File: src/rtl/blksum_pkg.sv
`timescale 1ns/1ps
// Shared types for the block-sum decimator.
package blksum_pkg;
    // Output mode selector: full sum or truncated average.
    typedef enum logic {
        MODE_SUM = 1'b0,
        MODE_AVG = 1'b1
    } blk_mode_e;
endpackage

File: src/rtl/blksum_lane.sv
`timescale 1ns/1ps
// One channel's group counter and partial sum.
// Assumes the group size is 2**GROUP_LOG2, so the counter wraps naturally.
// The partial sum clears on the cycle the last sample of a group is taken.
module blksum_lane #(
    parameter int SAMPLE_W   = 8,
    parameter int GROUP_LOG2 = 3,
    localparam int SUM_W     = SAMPLE_W + GROUP_LOG2
) (
    input  logic                  clk,
    input  logic                  rst_n,
    input  logic                  take,
    input  logic [SAMPLE_W-1:0]   sample,
    output logic [SUM_W-1:0]      part,
    output logic                  last
);
    logic [GROUP_LOG2-1:0] cnt;

    assign last = (cnt == {GROUP_LOG2{1'b1}});

    // Advance the count and accumulate, clearing both at group end.
    always_ff @(posedge clk) begin
        if (!rst_n) begin
            cnt  <= '0;
            part <= '0;
        end else if (take) begin
            cnt <= cnt + 1'b1;
            if (last)
                part <= '0;
            else
                part <= part + SUM_W'(sample);
        end
    end
endmodule

File: src/rtl/blksum_shape.sv
`timescale 1ns/1ps
// Forms the emitted value from the completed group sum.
// Assumes the sum is unsigned and the average is a truncating shift.
module blksum_shape #(
    parameter int SAMPLE_W   = 8,
    parameter int GROUP_LOG2 = 3,
    localparam int SUM_W     = SAMPLE_W + GROUP_LOG2
) (
    input  blksum_pkg::blk_mode_e mode,
    input  logic [SUM_W-1:0]      total,
    output logic [SUM_W-1:0]      value
);
    // Pick the full sum or the shifted average.
    always_comb begin
        if (mode == blksum_pkg::MODE_AVG)
            value = total >> GROUP_LOG2;
        else
            value = total;
    end
endmodule

File: src/rtl/blksum_decim.sv
`timescale 1ns/1ps
// Per-channel block-sum decimator: groups 2**GROUP_LOG2 samples of each
// channel and emits one block value when the group completes, in the same
// cycle as its last sample. Assumes unsigned samples and in_chan < NUM_CH.
module blksum_decim #(
    parameter int NUM_CH     = 16,
    parameter int SAMPLE_W   = 8,
    parameter int GROUP_LOG2 = 3,
    localparam int CH_W      = (NUM_CH > 1) ? $clog2(NUM_CH) : 1,
    localparam int SUM_W     = SAMPLE_W + GROUP_LOG2
) (
    input  logic                 clk,
    input  logic                 rst_n,
    input  logic                 in_valid,
    input  logic [CH_W-1:0]      in_chan,
    input  logic [SAMPLE_W-1:0]  in_data,
    input  logic                 avg_mode,
    output logic                 out_valid,
    output logic [CH_W-1:0]      out_chan,
    output logic [SUM_W-1:0]     out_value
);
    logic [SUM_W-1:0] part_a [NUM_CH];
    logic [NUM_CH-1:0] last_a;
    logic [SUM_W-1:0] sel_part;
    logic             sel_last;
    logic [SUM_W-1:0] total;

    // One lane per channel, each enabled only by its own samples.
    for (genvar g = 0; g < NUM_CH; g++) begin : g_lane
        blksum_lane #(
            .SAMPLE_W  (SAMPLE_W),
            .GROUP_LOG2(GROUP_LOG2)
        ) u_lane (
            .clk   (clk),
            .rst_n (rst_n),
            .take  (in_valid && (in_chan == CH_W'(g))),
            .sample(in_data),
            .part  (part_a[g]),
            .last  (last_a[g])
        );
    end

    // Fetch the addressed lane's state.
    always_comb begin
        sel_part = '0;
        sel_last = 1'b0;
        for (int i = 0; i < NUM_CH; i++) begin
            if (in_chan == CH_W'(i)) begin
                sel_part = part_a[i];
                sel_last = last_a[i];
            end
        end
    end

    assign total = sel_part + SUM_W'(in_data);

    blksum_shape #(
        .SAMPLE_W  (SAMPLE_W),
        .GROUP_LOG2(GROUP_LOG2)
    ) u_shape (
        .mode (blksum_pkg::blk_mode_e'(avg_mode)),
        .total(total),
        .value(out_value)
    );

    assign out_valid = rst_n && in_valid && sel_last;
    assign out_chan  = in_chan;
endmodule

File: config.mk
export PLATFORM = sky130hd
export DESIGN_NAME = blksum_decim
export DESIGN_NICKNAME = d
export VERILOG_FILES = /design/src/rtl/blksum_pkg.sv /design/src/rtl/blksum_lane.sv /design/src/rtl/blksum_shape.sv /design/src/rtl/blksum_decim.sv
export SDC_FILE = /design/constraint.sdc
export NUM_CORES = 1
export LEC_CHECK = 0
export BUFFER_PORTS_ARGS = -buffer_cell sky130_fd_sc_hd__buf_2
export CAP_MARGIN = 40
export CORE_UTILIZATION = 50
export CTS_BUF_LIST = sky130_fd_sc_hd__clkbuf_4 sky130_fd_sc_hd__clkbuf_8
export CTS_CLUSTER_SIZE = 14
export DETAILED_ROUTE_END_ITERATION = 8
export PLACE_DENSITY_LB_ADDON = 0.12
export SYNTH_ARGS = -nofsm -noshare
export SYNTH_HDL_FRONTEND = slang
export SYNTH_SLANG_ARGS = --single-unit
File: constraint.sdc
create_clock -name clk -period 17.4 [get_ports clk]
set_clock_uncertainty 0.2 [all_clocks]
set_input_delay 3.48 -clock clk [delete_from_list [all_inputs] [get_ports clk]]
set_output_delay 3.48 -clock clk [all_outputs]
set_load 0.02 [all_outputs]
==> results of run 1 <==
[metrics by stage]
step | worst slack (ns) | util, % | hold WS (ns) | std cells
after global placement | 5.712 | 51.57 | 0.2543 | 2432
after CTS | 5.628 | 54.42 | 0.2713 | 2512
after detailed placement | 5.631 | 51.57 | 0.2643 | 2432
final | 5.578 | 54.42 | 0.2682 | 2512
after global routing | 5.199 | 54.42 | 0.2893 | 2512
after floorplan | 6.741 | - | 0.2472 | 2045
[sequential cells by signal, indices dropped and copies added, names as in the netlist]
register	cells
g_lane.u_lane.cnt	48
g_lane.u_lane.part	176
[cell families (layout without fill, tap and decap cells)]
family / after synthesis / in the layout
xor+xnor: 110 / 110
buf+inv: 175 / 194
flops: 224 / 224
fa+ha+maj: 186 / 186
mux: 48 / 48
simple gates: 749 / 749
compound gates: 553 / 553
[worst max path at each step]
stage	startpoint	to	slack [ns]
floorplan	in_chan[0]	out_value[10]	6.74
global route	in_chan[0]	out_value[7]	5.20
CTS	in_chan[0]	out_value[7]	5.63
finish	in_chan[0]	out_value[7]	5.58
detailed placement	in_chan[0]	out_value[7]	5.63
global placement	in_chan[2]	out_value[7]	5.71
[critical path, stage by stage]
cell,delay (ns)
buf_2,0.36
buf_4,0.61
clkinv_1,0.46
buf_4,0.33
nor2_1,0.27
a222oi_1,0.17
o211ai_1,0.14
o21ai_0,0.12
a21o_1,0.22
o21ai_1,0.08
ha_1,0.29
a21o_1,0.20
a21o_1,0.19
a21oi_1,0.14
nor2b_1,0.07
o41a_1,0.37
and4_4,0.21
o31ai_2,0.17
buf_2,0.20
[layout by cell type (no fill, tap or decap), types with 31 or more instances in the layout]
| cell type | n |
|---|---|
| dfxtp_1 | 224 |
| nand2_1 | 185 |
| a21oi_1 | 169 |
| ha_1 | 169 |
| nor2b_1 | 132 |
| nor2_1 | 127 |
| o21ai_0 | 88 |
| xnor2_1 | 81 |
| inv_1 | 70 |
| nand3_1 | 65 |
| a21boi_0 | 60 |
| clkbuf_8 | 57 |
| nor3_1 | 41 |
| a21o_1 | 38 |
| a32o_1 | 32 |
| nor3b_1 | 31 |
[cells in the mapped netlist, drive strengths merged, types with 26 or more instances]
master  instances  area, um^2
a211oi         29       227.7
xor2           29       254.0
a22oi          28       215.2
nand4          26       162.7
a21oi         170       854.6
and2           26       162.7
xnor2          81       709.4
a21boi         60       450.4
nor2          144       643.1
inv            72       270.3
buf            60       380.4
ha            169        2115
o211ai         27       202.7
mux2i          27       270.3
o21ai          94       470.5
dfxtp         224        4484
a32o           32       320.3
nand3          70       382.9
a21o           38       285.3
nor3           42       215.2
nor2b         134       848.3
nand2         190       730.7
clkbuf         42       157.7
nor3b          31       232.7
[area by class of cell]
class	instances	area (um^2)	share of cell area, %
Clock buffer	66	852.1	4.681
Multi-Input combinational cell	1646	11690	64.22
Clock inverter	14	102.6	0.5636
Inverter	73	274.0	1.505
Timing Repair Buffer	41	239.0	1.313
Tap cell	448	560.5	3.079
Sequential cell	224	4484	24.63
[layer usage]
metal / vias up / GRT usage [%] / share of wire, %
li1: 7409 / - / -
met1: 7280 / 38.99 / 44
met2: 439 / 48.35 / 46
met3: 105 / 3.931 / 5.8
met4: 0 / 12.02 / 3.4
met5: - / 0 / 0
[power groups by stage]
stage | Clock, W | Sequential, W | Combinational [W]
3_5_place_dp | 0 | 0.000536 | 0.000166
6_report | 0.000577 | 0.000525 | 0.000168
3_3_place_gp | 0 | 0.000536 | 0.000162
5_1_grt | 0.000615 | 0.000525 | 0.000183
2_1_floorplan | 0 | 0.000533 | 0.000124
4_1_cts | 0.000590 | 0.000525 | 0.000166
==> impl_metrics.py, run 1 <==
metrics = {
    "yosys": {
        "netlist_area_um2": 16990,
        "synth_cell_type_count": 79,
        "synth_top_family_by_area": "simple AND/OR/NAND/NOR gates",
        "async_reset_ff_share_pct": 0,
        "synth_flop_cell": "dfxtp_1",
        "synth_fa_ha_area_share_pct": 14.45,
        "synthXorXnorAreaFrac_pct": 5.671,
        "syn_area_per_cell_um2": 8.307,
        "synth-edff-count": 0,
        "synthSimpleGateAreaFrac_pct": 23.43,
        "muxShareOfSynthArea_pct": 3.646,
        "synth-seq-area-share_pct": 26.40,
        "ys.warnings.count": 0,
        "ys_ff_latch": 224,
        "synth_compound_gate_area_share_pct": 21.62,
        "syn_nets": 2247,
        "netlist_instances": 2045,
    },
    "floorplanning": {
        "ioPinCount": 32,
        "die_width_um": 186.3,
        "die_h_um": 186.3,
        "die-area_um2": 34720,
        "core-area_um2": 33450,
        "rows": 67,
        "initial_utilization_pct": 50.79,
    },
    "worst_hold_path": {
        "holdPathEnd": "g_lane[7].u_lane.cnt[1]$_SDFFE_PN0P_",
        "holdPathStages": 2,
        "worstHoldPathType": "register to register",
        "min_from": "g_lane[7].u_lane.cnt[1]$_SDFFE_PN0P_",
    },
    "flow_run": {
        "maxCapViolCount": 0,
    },
    "timing": {
        "fin_setup_tns_ns": 0,
        "report.final.slew_viol_count": 0,
        "max-slew-margin-rel_pct": 47.56,
        "setup_violations": 0,
        "max_freq_ghz": 0.08459,
        "grt_setup_unrepaired": "false",
        "fin_crit_sh_pct": 67.94,
        "worst_pin_slew_ns": 0.7867,
        "fin_crit_ns": 11.82,
        "hold_violations": 0,
    },
    "power_and_ir_drop": {
        "p_comb_share_pct": 13.2,
        "p_leak_nw": 7.156,
        "power_switching_w": 0.0003628,
        "pwr-share-clk_pct": 45.5,
        "intPower_w": 0.0009068,
        "p_per_area_nw_per_um2": 69.75,
        "p_total_w": 0.001270,
        "seqPwrFrac_pct": 41.3,
        "p_sw_share_pct": 28.58,
        "ir_drop_uv": 52.69,
    },
    "final_layout": {
        "nFillCells": 3106,
        "syn_to_final_growth_pct": 7.159,
        "fin_area_um2": 18200,
        "antennaDiodeCount": 0,
        "nets": 2231,
        "drive_above_1_share_pct": 9.351,
    },
    "worst_setup_path": {
        "path_class": "primary input to output port",
        "cp.arrival_ns": 8.14,
        "regToRegSetupSlack_ns": 14.68,
        "worstReg2RegStart": "g_lane[5].u_lane.part[0]$_SDFFE_PN0P_",
        "end_kind": "output port",
        "worstPathMaxFanout": 51,
        "cp-start-kind": "primary input",
        "reg2reg_depth": 10,
        "required_ns": 13.72,
        "reg2reg_to": "g_lane[5].u_lane.part[10]$_SDFFE_PN0P_",
    },
    "placement": {
        "port_buffers": 31,
        "place_hpwl_um": 36430,
        "placed_cell_area_um2": 17250,
        "gp_congestion": 0.9535,
    },
    "cts": {
        "cts_sinks": 224,
        "clk_latency_ns": 0.61,
        "path_clk_slew_ns": 0.05,
        "cts_resized": 0,
        "hold_buffers": 0,
        "htreeDepth": 2,
        "cts-root-buf": "clkbuf_8",
        "cts_setup_buffers": 0,
        "cts_buffers": 43,
        "clk_path_buf_depth": 3,
        "cts_tree": "built",
    },
    "global_route": {
        "grtUsageTotal_pct": 29.47,
        "grt_overflow": 0,
        "grt_antenna_before_repair": 0,
        "grt_pass1_wl_um": 80770,
        "grt_pass1_vias": 14265,
        "grt_max_degree": 107,
    },
    "detailed_routing": {
        "drt-initial-drc-count": 1188,
        "dr.pass1.iters": 5,
        "dr_total_vias": 15233,
        "wl_um": 51240,
        "wl_per_cell_um": 20.40,
        "drc": 0,
        "drtAntennaViolNets": 0,
        "vias_per_cell": 6.064,
    },
    "run_status": {
        "outcome": "complete, no violations",
    },
}
(Power assumes the default switching activity.)
==> run 2, diff against run 1 <==
- ABC_AREA: not set -> 1
- clock period: 17.4 -> 9.85 ns (I/O delays scaled with it)
==> run 2 against run 1 <==
Non-clock buffer count up 1. Synthesized area down 11%. Sequential power up 77%. Setup slack worse by 3.6 ns. Count of clock-buffer cells in the layout up 2. Power up 69%. Cell count up 6.9%. Hold slack about the same. Combinational power up 33%. Global-route usage down 0.47 points. First-iteration DRC count down 9.3%.
==> impl_metrics.py, run 2 <==
metrics = {
    "power_and_ir_drop": {
        "p_per_area_nw_per_um2": 128.9,
        "p_leak_nw": 7.551,
        "seqPwrFrac_pct": 43.3,
        "p_sw_share_pct": 26.95,
        "power_switching_w": 0.0005769,
        "ir_drop_uv": 92.59,
        "p_comb_share_pct": 10.4,
        "intPower_w": 0.001564,
        "pwr-share-clk_pct": 46.3,
        "p_total_w": 0.002141,
    },
    "final_layout": {
        "nFillCells": 2949,
        "largest_register": "g_lane.u_lane.part",
        "final_cell_mix": "nand2_1 (536), a21oi_1 (282), nor2_1 (271), inv_1 (225), dfxtp_1 (224)",
        "antennaDiodeCount": 0,
        "syn_to_final_growth_pct": 9.402,
        "fin_area_um2": 16610,
        "regArea_um2": 4484,
        "instances_no_fill": 2685,
        "reg_top3": "g_lane.u_lane.part (176), g_lane.u_lane.cnt (48)",
        "largest_register_ffs": 176,
        "drive_above_1_share_pct": 8.148,
        "multi_input_area_um2": 9547,
        "final_common_cell": "nand2_1",
        "nets": 2470,
    },
    "worst_setup_path": {
        "required_ns": 7.68,
        "path_class": "primary input to output port",
        "cp-start-kind": "primary input",
        "worstReg2RegStart": "g_lane[6].u_lane.part[0]$_SDFFE_PN0P_",
        "worstPathMaxFanout": 11,
        "startpoint": "in_chan[3]",
        "reg2reg_depth": 17,
        "endpoint": "out_value[10]",
        "end_kind": "output port",
        "cp.arrival_ns": 5.66,
        "reg2reg_to": "g_lane[6].u_lane.part[10]$_SDFFE_PN0P_",
        "regToRegSetupSlack_ns": 6.91,
    },
    "floorplanning": {
        "die_width_um": 176.3,
        "rows": 63,
        "die_h_um": 176.3,
        "initial_utilization_pct": 50.96,
        "core-area_um2": 29800,
        "die-area_um2": 31070,
        "ioPinCount": 32,
    },
    "placement": {
        "port_buffers": 31,
        "place_hpwl_um": 31490,
        "placed_cell_area_um2": 15710,
        "gp_congestion": 0.9335,
        "dpl.cell_count": 2612,
    },
    "timing": {
        "max_freq_ghz": 0.1277,
        "fin_setup_tns_ns": 0,
        "worst_pin_slew_ns": 0.9662,
        "fin_crit_ns": 7.831,
        "grt_setup_unrepaired": "false",
        "setup_violations": 0,
        "report.final.slew_viol_count": 0,
        "fin_crit_sh_pct": 79.50,
        "hold_violations": 0,
        "hold_slack_ns": 0.2683,
        "max-slew-margin-rel_pct": 35.35,
    },
    "cts": {
        "path_clk_slew_ns": 0.05,
        "htreeDepth": 2,
        "cts_setup_buffers": 0,
        "cts_buffers": 44,
        "cts_sinks": 224,
        "cts-root-buf": "clkbuf_8",
        "hold_buffers": 0,
        "cts_resized": 0,
        "cts_tree": "built",
        "clk_latency_ns": 0.56,
        "clk_path_buf_depth": 3,
    },
    "detailed_routing": {
        "vias_per_cell": 5.461,
        "drc": 0,
        "dr_total_vias": 14662,
        "dr.pass1.iters": 7,
        "drtAntennaViolNets": 0,
        "wl_per_cell_um": 16.48,
        "wl_um": 44250,
        "drt-initial-drc-count": 1077,
    },
    "global_route": {
        "grtUsageTotal_pct": 29.00,
        "grt_overflow": 0,
        "grt_antenna_before_repair": 0,
        "grt_max_degree": 67,
        "grt_pass1_wl_um": 70870,
        "grt_pass1_vias": 13823,
    },
    "yosys": {
        "synth_cell_type_count": 44,
        "async_reset_ff_share_pct": 0,
        "synth_flop_cell": "dfxtp_1",
        "ys_ff_latch": 224,
        "yosysTopAreaCellShare_pct": 29.53,
        "synth.top_cells.by_count": "nand2_1 (536), a21oi_1 (282), nor2_1 (271)",
        "synth_area_leaders": "dfxtp_1 (30%), ha_1 (14%), nand2_1 (13%)",
        "synth-seq-area-share_pct": 29.53,
        "synth_top_area_cell": "dfxtp_1",
        "ys.warnings.count": 0,
        "yosysMostFrequentCell": "nand2_1",
        "syn_nets": 2430,
        "syn_area_per_cell_um2": 6.815,
        "netlist_instances": 2228,
        "netlist_area_um2": 15180,
        "synth-edff-count": 0,
    },
    "run_status": {
        "outcome": "complete, no violations",
    },
    "worst_hold_path": {
        "holdPathStages": 2,
        "min_from": "g_lane[8].u_lane.cnt[2]$_SDFFE_PN0P_",
        "worstHoldPathType": "register to register",
    },
    "flow_run": {
        "maxCapViolCount": 0,
    },
}
-- run 2: power by group through the flow --
stage / combinational, W / clock (W) / sequential, W
after global placement: 0.000214 / 0 / 0.000947
after global routing: 0.000251 / 0.00105 / 0.000929
after CTS: 0.000222 / 0.00101 / 0.000928
after detailed placement: 0.000220 / 0 / 0.000947
after floorplan: 0.000150 / 0 / 0.000943
final: 0.000223 / 0.000990 / 0.000928
-- run 2: final cells by class --
class                      instances  share of cell area [%]
tap                              390                   2.937
inverter                         253                   5.732
multi-input combinational       1703                   57.47
sequential                       224                   26.99
clock buffer                      68                   4.956
timing repair buffer              42                   1.431
clock inverter                     5                  0.4820
-- run 2: kinds of logic (layout without fill, tap and decap cells) --
| family | after synthesis | count (layout) | share of synthesized area, % |
|---|---|---|---|
| adder cells (fa/ha/maj) | 186 | 186 | 16.17 |
| AO/OA/AOI/OAI | 462 | 462 | 16.21 |
| AND/OR/NAND/NOR | 1023 | 1023 | 28.65 |
| buffers and inverters | 301 | 368 | 7.597 |
| flip-flops | 224 | 224 | 29.53 |
| XOR/XNOR | 32 | 32 | 1.846 |
-- run 2: worst max-delay path, stage by stage --
cell	delay, ns
buf_2	0.13
inv_1	0.07
nand2_1	0.15
nor2_1	0.19
inv_2	0.12
nor2_1	0.05
nor4_1	0.32
o21ai_1	0.14
a21oi_1	0.13
nand3_1	0.11
nor3_1	0.17
nand3_1	0.11
o21ai_1	0.15
nand2_1	0.11
fa_1	0.44
a21oi_1	0.17
o21bai_1	0.11
nand3_1	0.09
nand2_1	0.08
a21o_1	0.16
a21oi_1	0.21
nor2_1	0.10
nand3_1	0.09
nand2_1	0.06
nor2_1	0.07
buf_2	0.16
-- run 2: worst min-delay path by stage --
stage / to / slack (ns)
2_1_floorplan: g_lane[0].u_lane.part[10]$_SDFFE_PN0P_ / 0.24
3_3_place_gp: g_lane[2].u_lane.cnt[0]$_SDFFE_PN0P_ / 0.26
3_5_place_dp: g_lane[7].u_lane.cnt[0]$_SDFFE_PN0P_ / 0.26
4_1_cts: g_lane[2].u_lane.cnt[0]$_SDFFE_PN0P_ / 0.27
5_1_grt: g_lane[8].u_lane.cnt[1]$_SDFFE_PN0P_ / 0.29
6_report: g_lane[8].u_lane.cnt[2]$_SDFFE_PN0P_ / 0.27
-- run 2: metrics by stage --
stage,setup slack [ns],util [%]
2_1_floorplan,2.744,-
3_3_place_gp,2.158,52.67
3_5_place_dp,2.038,52.72
4_1_cts,2.014,55.75
5_1_grt,1.619,55.75
6_report,2.019,55.75
-- run 2: metal layers --
layer  vias up  track usage [%]  wire (um)  share of wire, %
met1      6706            40.62      20940                47
met3        98            6.094       3628               8.2
met5         -                0          0                 0
met4         0            10.69       1417               3.2
li1       7422                -          -                 -
met2       436            43.50      18260                41
